`config.mk`:
```
export PLATFORM = sky130hd
export DESIGN_NAME = pci_par_gen
export DESIGN_NICKNAME = d
export VERILOG_FILES = /design/src/rtl/pci_par_pkg.sv /design/src/rtl/pci_par_tree.sv /design/src/rtl/pci_par_phase.sv /design/src/rtl/pci_par_own.sv /design/src/rtl/pci_par_gen.sv
export SDC_FILE = /design/constraint.sdc
export NUM_CORES = 1
export LEC_CHECK = 0
export BUFFER_PORTS_ARGS = -buffer_cell sky130_fd_sc_hd__buf_4
export CORE_MARGIN = 2
export CORE_UTILIZATION = 34
export CTS_BUF_LIST = sky130_fd_sc_hd__clkbuf_4 sky130_fd_sc_hd__clkbuf_8 sky130_fd_sc_hd__clkbuf_16
export DETAILED_ROUTE_END_ITERATION = 6
export GPL_TIMING_DRIVEN = 0
export PLACE_DENSITY_LB_ADDON = 0.1
export SETUP_SLACK_MARGIN = 0.3
export SYNTH_ARGS = -nofsm -noshare
export SYNTH_HDL_FRONTEND = slang
export SYNTH_SLANG_ARGS = --single-unit
```
`constraint.sdc`:
```
create_clock -name clk -period 1.9 [get_ports clk]
set_input_delay 0.38 -clock clk [delete_from_list [all_inputs] [get_ports clk]]
set_output_delay 0.38 -clock clk [all_outputs]
set_load 0.01 [all_outputs]
```
`src/rtl/pci_par_pkg.sv`:
```
package pci_par_pkg;

  // Classification of the current bus clock as seen by this agent.
  typedef enum logic [1:0] {
    PH_IDLE = 2'd0,
    PH_ADDR = 2'd1,
    PH_DATA = 2'd2
  } phase_e;

endpackage

```
`src/rtl/pci_par_tree.sv`:
```
// Even parity over the address/data and command/byte-enable lines, built
// as one partial per byte lane followed by a final reduction.
module pci_par_tree #(
  parameter int AD_W  = 32,
  parameter int CBE_W = 4
) (
  input  logic [AD_W-1:0]  ad,
  input  logic [CBE_W-1:0] cbe_n,
  output logic             par
);
  localparam int LANE_W = AD_W / CBE_W;

  logic [CBE_W-1:0] lane_par;

  genvar g;
  generate
    for (g = 0; g < CBE_W; g++) begin : g_lane
      assign lane_par[g] = (^ad[g*LANE_W +: LANE_W]) ^ cbe_n[g];
    end
  endgenerate

  assign par = ^lane_par;
endmodule

```
`src/rtl/pci_par_phase.sv`:
```
// Sorts each bus clock into address phase, completed data phase or neither.
module pci_par_phase
  import pci_par_pkg::*;
(
  input  logic   clk,
  input  logic   rst,
  input  logic   frame_n,
  input  logic   irdy_n,
  input  logic   trdy_n,
  output phase_e phase
);
  logic frame_n_q;

  always_ff @(posedge clk) begin
    if (rst) frame_n_q <= 1'b1;
    else     frame_n_q <= frame_n;
  end

  always_comb begin
    if (!frame_n && frame_n_q)  phase = PH_ADDR;
    else if (!irdy_n && !trdy_n) phase = PH_DATA;
    else                         phase = PH_IDLE;
  end
endmodule

```
`src/rtl/pci_par_own.sv`:
```
// Decides whether this agent drove the address/data lines in a phase.
module pci_par_own
  import pci_par_pkg::*;
(
  input  phase_e phase,
  input  logic   is_master,
  input  logic   is_write,
  output logic   drive
);
  always_comb begin
    unique case (phase)
      PH_ADDR: drive = is_master;
      PH_DATA: drive = (is_master == is_write);
      default: drive = 1'b0;
    endcase
  end
endmodule

```
`src/rtl/pci_par_gen.sv`:
```
module pci_par_gen
  import pci_par_pkg::*;
#(
  parameter int AD_W  = 32,
  parameter int CBE_W = 4
) (
  input  logic             clk,
  input  logic             rst,
  input  logic [AD_W-1:0]  ad_i,
  input  logic [CBE_W-1:0] cbe_n_i,
  input  logic             frame_n_i,
  input  logic             irdy_n_i,
  input  logic             trdy_n_i,
  input  logic             is_master_i,
  input  logic             is_write_i,
  output logic             par_o,
  output logic             par_oe_o
);
  phase_e phase;
  logic   drive;
  logic   par_now;

  pci_par_tree #(.AD_W(AD_W), .CBE_W(CBE_W)) u_tree (
    .ad    (ad_i),
    .cbe_n (cbe_n_i),
    .par   (par_now)
  );

  pci_par_phase u_phase (
    .clk     (clk),
    .rst     (rst),
    .frame_n (frame_n_i),
    .irdy_n  (irdy_n_i),
    .trdy_n  (trdy_n_i),
    .phase   (phase)
  );

  pci_par_own u_own (
    .phase     (phase),
    .is_master (is_master_i),
    .is_write  (is_write_i),
    .drive     (drive)
  );

  // Registered outputs: parity of the owning phase, one clock late.
  always_ff @(posedge clk) begin
    if (rst) begin
      par_oe_o <= 1'b0;
      par_o    <= 1'b0;
    end else begin
      par_oe_o <= drive;
      par_o    <= drive & par_now;
    end
  end
endmodule

```
==> flow_metrics.env, run 1 <==
export IMPL_clk_latency_ns=0.23
export IMPL_ir_worst_vdd_mv=0.4893
export IMPL_vias=487
export IMPL_ff2ff_path_depth=4
export IMPL_num_antenna_cells=0
export IMPL_clockBufferDepth=2
export IMPL_p_int_mw=0.3829
export IMPL_fin_nets=138
export IMPL_r2r_start="u_phase.frame_n_q"
export IMPL_die_x_um=40.04
export IMPL_core_um2=1156
export IMPL_clk_pin_slew_ns=0.04
export IMPL_synth_cell_types=15
export IMPL_stdcell_area_um2=834.6
export IMPL_wl_met1_um=321
export IMPL_switching_share_pct=26.08
export IMPL_post_dp_hpwl_um=916.8
export IMPL_wl_per_cell_um=9.824
export IMPL_area_growth_pct=88.95
export IMPL_grt_pass1_wl_um=1538
export IMPL_cts_made_buffers=3
export IMPL_cts_sinks=3
export IMPL_grt_pass1_vias=454
export IMPL_syn_num_nets=88
export IMPL_route_detailed_drc=0
export IMPL_finalCritPeriodShare_pct=80.59
export IMPL_synthesis_instances=45
export IMPL_wl_met2_um=618
export IMPL_finalSetupViolCount=0
export IMPL_hp_class="in2reg"
export IMPL_start_util_pct=38.20
export IMPL_final_cell_mix="buf_4 (45), xnor2_1 (24), xor2_1 (4), clkbuf_4 (4), dfxtp_1 (3)"
export IMPL_grt_max_degree=4
export IMPL_path_class="in2reg"
export IMPL_maxUsedRoutingLayer="met4"
export IMPL_required_ns=2.05
export IMPL_netlist_area_um2=441.7
export IMPL_fp_row_count=12
export IMPL_fin_worst_skew_ns=0.002838
export IMPL_p_switching_mw=0.1351
export IMPL_port_buffers=44
export IMPL_vias_per_cell=4.509
export IMPL_max_freq_mhz=653.1
export IMPL_layout_min_cycle_time_ns=1.531
export IMPL_syn_avg_cell_area_um2=9.815
export IMPL_yosysWarningCount=0
export IMPL_slew_viol_final=0
export IMPL_cts_root_buf="clkbuf_4"
export IMPL_ios=45
export IMPL_finalWirelength_um=1061
export IMPL_yosysSeqAreaShare_pct=13.60
export IMPL_drv_cap=0
export IMPL_p_seq_share_pct=14.1
export IMPL_synth_seq_cells=3
export IMPL_p_leak_nw=0.3941
export IMPL_finalSetupTns_ns=0
export IMPL_pwr_share_clk_pct=24.8
export IMPL_startpoint_type="input port"
export IMPL_layout_commonest_cell="buf_4"
export IMPL_status="complete, no violations"
export IMPL_p_per_area_nw_per_um2=620.7
export IMPL_grt_ovfl_total=0
export IMPL_grt_usage_pct=14.76
export IMPL_worstSetupEndpoint="par_o"
export IMPL_gp_congestion=0.6272
export IMPL_rrSetupSlack_ns=0.44
export IMPL_tightest_slew_ns=0.2493
export IMPL_max_slew_margin_pct=83.26
export IMPL_rsz0062_at_grt="no"
export IMPL_p_comb_share_pct=61.1
export IMPL_crit_path_start="ad_i[18]"
export IMPL_drtPass1Iterations=4
export IMPL_detail_route_antenna_nets=0
export IMPL_r2r_end="par_o"
export IMPL_worstSetupEndpointType="register"
export IMPL_htreeDepth=1
export IMPL_critical_path_max_fanout=2
export IMPL_cp_arrival_ns=1.69
export IMPL_drt_iter0_drc=4
export IMPL_post_dp_cell_area_um2=789.5
export IMPL_dieArea_um2=1603
export IMPL_drive_gt1_share_pct=55.32
export IMPL_dp_slack_ns=0.1643
export IMPL_met3_length_um=96
export IMPL_final_hold_violation_count=0
export IMPL_hold_worst_slack_ns=0.3365
export IMPL_setup_slack_ns=0.3688
export IMPL_die_h_um=40.04
export IMPL_cts_tree="built"
export IMPL_antenna_found_initial=0
[synthesized netlist by cell type, drive strengths merged]
library cell  instances  area (um^2)
or2                   1        6.260
xnor2                26        235.2
xnor3                 2        45.04
mux2i                 1        10.01
nand2                 1        3.750
nor3b                 1        7.510
or4b                  1        10.01
xor2                  4        35.03
a211o                 1        8.760
o21ai                 1        5.000
a21oi                 1        5.000
nor2                  1        3.750
nor2b                 1        6.260
dfxtp                 3        60.06
[power by group through the flow]
stage	clock, mW	combinational, mW	sequential [mW]
3_3_place_gp	0	0.294	0.0746
6_report	0.128	0.317	0.0730
4_1_cts	0.133	0.300	0.0730
3_5_place_dp	0	0.297	0.0743
2_1_floorplan	0	0.197	0.0775
5_1_grt	0.136	0.340	0.0730
[metrics by stage]
step	cells	utilization, %	power (mW)
5_1_grt	108	72.19	0.5489
3_3_place_gp	103	68.29	0.3684
4_1_cts	107	70.89	0.5056
2_1_floorplan	45	-	0.2744
3_5_place_dp	103	68.29	0.3715
6_report	108	72.19	0.5180
[cells by family after synthesis]
group                     Yosys count  synth area share (%)
AOI/OAI and AO/OA                   3                 4.247
xor gates and xnor gates           32                 71.39
and+or+nand+nor                     6                 8.499
muxes                               1                 2.266
DFF                                 3                 13.60
[registers in the layout, indices dropped and copies added, names as in the netlist]
register / cells
u_phase.frame_n_q: 1
par_o: 1
par_oe_o: 1
[worst min path at each step]
| stage | start | to | slack (ns) | cells after the start |
|---|---|---|---|---|
| floorplan | rst | par_oe_o | 0.46 | 1 |
| global placement | rst | par_oe_o | 0.57 | 2 |
| detailed placement | rst | par_oe_o | 0.57 | 2 |
| CTS | rst | par_oe_o | 0.33 | 2 |
| global route | rst | par_oe_o | 0.35 | 2 |
| finish | rst | par_oe_o | 0.34 | 2 |
[critical path: stages]
cell and delay [ns]:
buf_4 0.11, xnor2_1 0.17, xnor2_1 0.14, xnor3_1 0.43
a211o_1 0.29, mux2i_1 0.16
[what timing repair did]
item                                    CTS  global route
endpoints found under the setup margin    0             1
hold buffers                              0             0
gates resized for setup                   0             1
setup buffers                             0             1
endpoints found under the hold margin     0             0
[per-layer routing]
| metal | global-route usage (%) | up-vias |
|---|---|---|
| met3 | 5.000 | 8 |
| met2 | 33.87 | 33 |
| met5 | 0 | - |
| li1 | - | 244 |
| met4 | 5.172 | 0 |
| met1 | 9.699 | 202 |
[final cells by class]
class	instances	area, um^2
Fill cell	91	321.6
Multi-Input combinational cell	42	389.1
Timing Repair Buffer	45	337.8
Sequential cell	3	60.06
Tap cell	14	17.52
Clock buffer	4	30.03
Note: power is estimated with default switching activity, not from simulation.
==> run 2: changes to the inputs <==
--- a/config.mk
+++ b/config.mk
@@ -7,7 +7,7 @@
 export LEC_CHECK = 0
 export BUFFER_PORTS_ARGS = -buffer_cell sky130_fd_sc_hd__buf_4
 export CORE_MARGIN = 2
-export CORE_UTILIZATION = 34
+export CORE_UTILIZATION = 30
 export CTS_BUF_LIST = sky130_fd_sc_hd__clkbuf_4 sky130_fd_sc_hd__clkbuf_8 sky130_fd_sc_hd__clkbuf_16
 export DETAILED_ROUTE_END_ITERATION = 6
 export GPL_TIMING_DRIVEN = 0
==> constraint.sdc (replaced) <==
create_clock -name clk -period 1.3 [get_ports clk]
set_input_delay 0.26 -clock clk [delete_from_list [all_inputs] [get_ports clk]]
set_output_delay 0.26 -clock clk [all_outputs]
set_load 0.01 [all_outputs]
==> run 2 against run 1 <==
Against the previous run:
- the run now ends with setup timing left
- combinational power rose by 45%
- via count fell by 2.9%
- die area rose by 12%
- non-clock buffer count fell by 1
- clock skew fell by 0.00079 ns
- sequential share of layout area fell by 0.32 points
- setup slack got worse by 0.50 ns
- first-iteration DRC count fell by 75%
- critical path type is now reg2reg
==> flow_metrics.env, run 2 (same netlist as run 1, synthesis figures left out) <==
export IMPL_finalSetupViolCount=1
export IMPL_final_util_pct=65.48
export IMPL_fin_nets=137
export IMPL_clockBufferDepth=2
export IMPL_die_h_um=42.37
export IMPL_r2r_end="par_o"
export IMPL_grt_ovfl_total=0
export IMPL_reg_largest_list="par_o: 1 flops, par_oe_o: 1 flops, u_phase.frame_n_q: 1 flops"
export IMPL_core_um2=1334
export IMPL_slew_viol_final=0
export IMPL_ios=45
export IMPL_slowest_stage="or4b_4"
export IMPL_max_freq_mhz=699.2
export IMPL_vias_per_cell=4.380
export IMPL_hold_worst_slack_ns=0.2038
export IMPL_final_cell_mix="buf_4 (44), xnor2_1 (20), xnor2_2 (6), xor2_1 (4), clkbuf_4 (4)"
export IMPL_dieArea_um2=1795
export IMPL_drive_gt1_share_pct=62.37
export IMPL_rsz0062_at_grt="yes"
export IMPL_cts_root_buf="clkbuf_4"
export IMPL_layout_min_cycle_time_ns=1.430
export IMPL_antenna_found_initial=0
export IMPL_path_class="reg2reg"
export IMPL_status="complete, but fails checks"
export IMPL_hold_start="rst"
export IMPL_ir_worst_vdd_mv=0.5408
export IMPL_p_leak_nw=0.4212
export IMPL_cts_made_buffers=3
export IMPL_cts_tree="built"
export IMPL_crit_chain="nor2b_4, or4b_4, a211o_1, mux2i_1"
export IMPL_cts_sinks=3
export IMPL_grt_usage_pct=13.93
export IMPL_setup_slack_ns=-0.1302
export IMPL_detail_route_antenna_nets=0
export IMPL_num_antenna_cells=0
export IMPL_finalSetupTns_ns=-0.1302
export IMPL_start_util_pct=33.11
export IMPL_post_dp_hpwl_um=1018
export IMPL_final_hold_violation_count=0
export IMPL_critical_path_max_fanout=2
export IMPL_startpoint_type="register"
export IMPL_finalCritPeriodShare_pct=110.0
export IMPL_tightest_slew_ns=0.1920
export IMPL_p_per_area_nw_per_um2=860.0
export IMPL_hold_buffers=0
export IMPL_route_detailed_drc=0
export IMPL_clk_latency_ns=0.23
export IMPL_violations="setup timing"
export IMPL_clk_pin_slew_ns=0.04
export IMPL_rrSetupSlack_ns=-0.13
export IMPL_finalWirelength_um=1120
export IMPL_r2r_start="u_phase.frame_n_q"
export IMPL_grt_pass1_vias=518
export IMPL_grt_pass1_wl_um=1904
export IMPL_worstSetupEndpointType="register"
export IMPL_min_to="par_oe_o"
export IMPL_port_buffers=44
export IMPL_htreeDepth=1
export IMPL_cp_arrival_ns=1.58
export IMPL_slowest_delay_ns=0.48
export IMPL_vias=473
export IMPL_max_slew_margin_pct=87.11
export IMPL_drt_iter0_drc=1
export IMPL_wl_per_cell_um=10.37
export IMPL_drv_cap=0
export IMPL_layout_commonest_cell="buf_4"
export IMPL_gp_congestion=0.6198
export IMPL_drtPass1Iterations=2
export IMPL_dp_slack_ns=-0.2935
export IMPL_area_growth_pct=97.73
export IMPL_hp_class="in2reg"
export IMPL_hold_path_depth=2
export IMPL_fp_row_count=13
export IMPL_die_x_um=42.37
export IMPL_required_ns=1.45
export IMPL_grt_max_degree=4
export IMPL_fin_worst_skew_ns=0.002049
export IMPL_ff2ff_path_depth=4
==> run 2: worst max-delay path by stage <==
stage               cells past startpoint              start  endpoint
floorplan                               5           ad_i[15]     par_o
global placement                        6           ad_i[15]     par_o
detailed placement                      6           ad_i[16]     par_o
CTS                                     4  u_phase.frame_n_q     par_o
global route                            4  u_phase.frame_n_q     par_o
finish                                  4  u_phase.frame_n_q     par_o
==> run 2: critical path: cells and delay by family (launching register included) <==
| kind | cells | cell delay, ns |
|---|---|---|
| compound gates | 1 | 0.31 |
| flops | 1 | 0.29 |
| mux | 1 | 0.16 |
| simple gates | 2 | 0.60 |
==> run 2: metal layers <==
| metal | track usage [%] | vias to the layer above | share of wire, % |
|---|---|---|---|
| li1 | - | 241 | - |
| met3 | 2.586 | 2 | 5.6 |
| met2 | 27.69 | 15 | 63 |
| met4 | 7.500 | 0 | 1.2 |
| met1 | 12.92 | 215 | 30 |
| met5 | 0 | - | 0 |
==> run 2: final cells by class <==
cell class	count	area, um^2
multi-input combinational	42	434.2
fill	123	460.4
clock buffer	4	30.03
tap	15	18.77
sequential	3	60.06
timing repair buffer	44	330.3
==> run 2: what timing repair did <==
| item | CTS | global route |
|---|---|---|
| endpoints found under the setup margin | 2 | 2 |
| resized for setup | 3 | 1 |
| buffers inserted | 0 | 0 |
| pin swaps | 2 | 2 |
==> run 2: report_power, final <==
group	leakage, nW	internal, mW	switching [mW]
clock network	0.0184	0.136	0.0483
registers	0.0247	0.104	0.00424
logic	0.378	0.310	0.149
total	0.421	0.550	0.201
==> run 2: stage by stage <==
step	power (mW)	instance area, um^2	cells
after floorplan	0.4112	479.2	45
final	0.7511	873.3	108
after global placement	0.5585	828.3	104
after global routing	0.8078	873.3	108
after CTS	0.7618	869.6	108
after detailed placement	0.5664	828.3	104
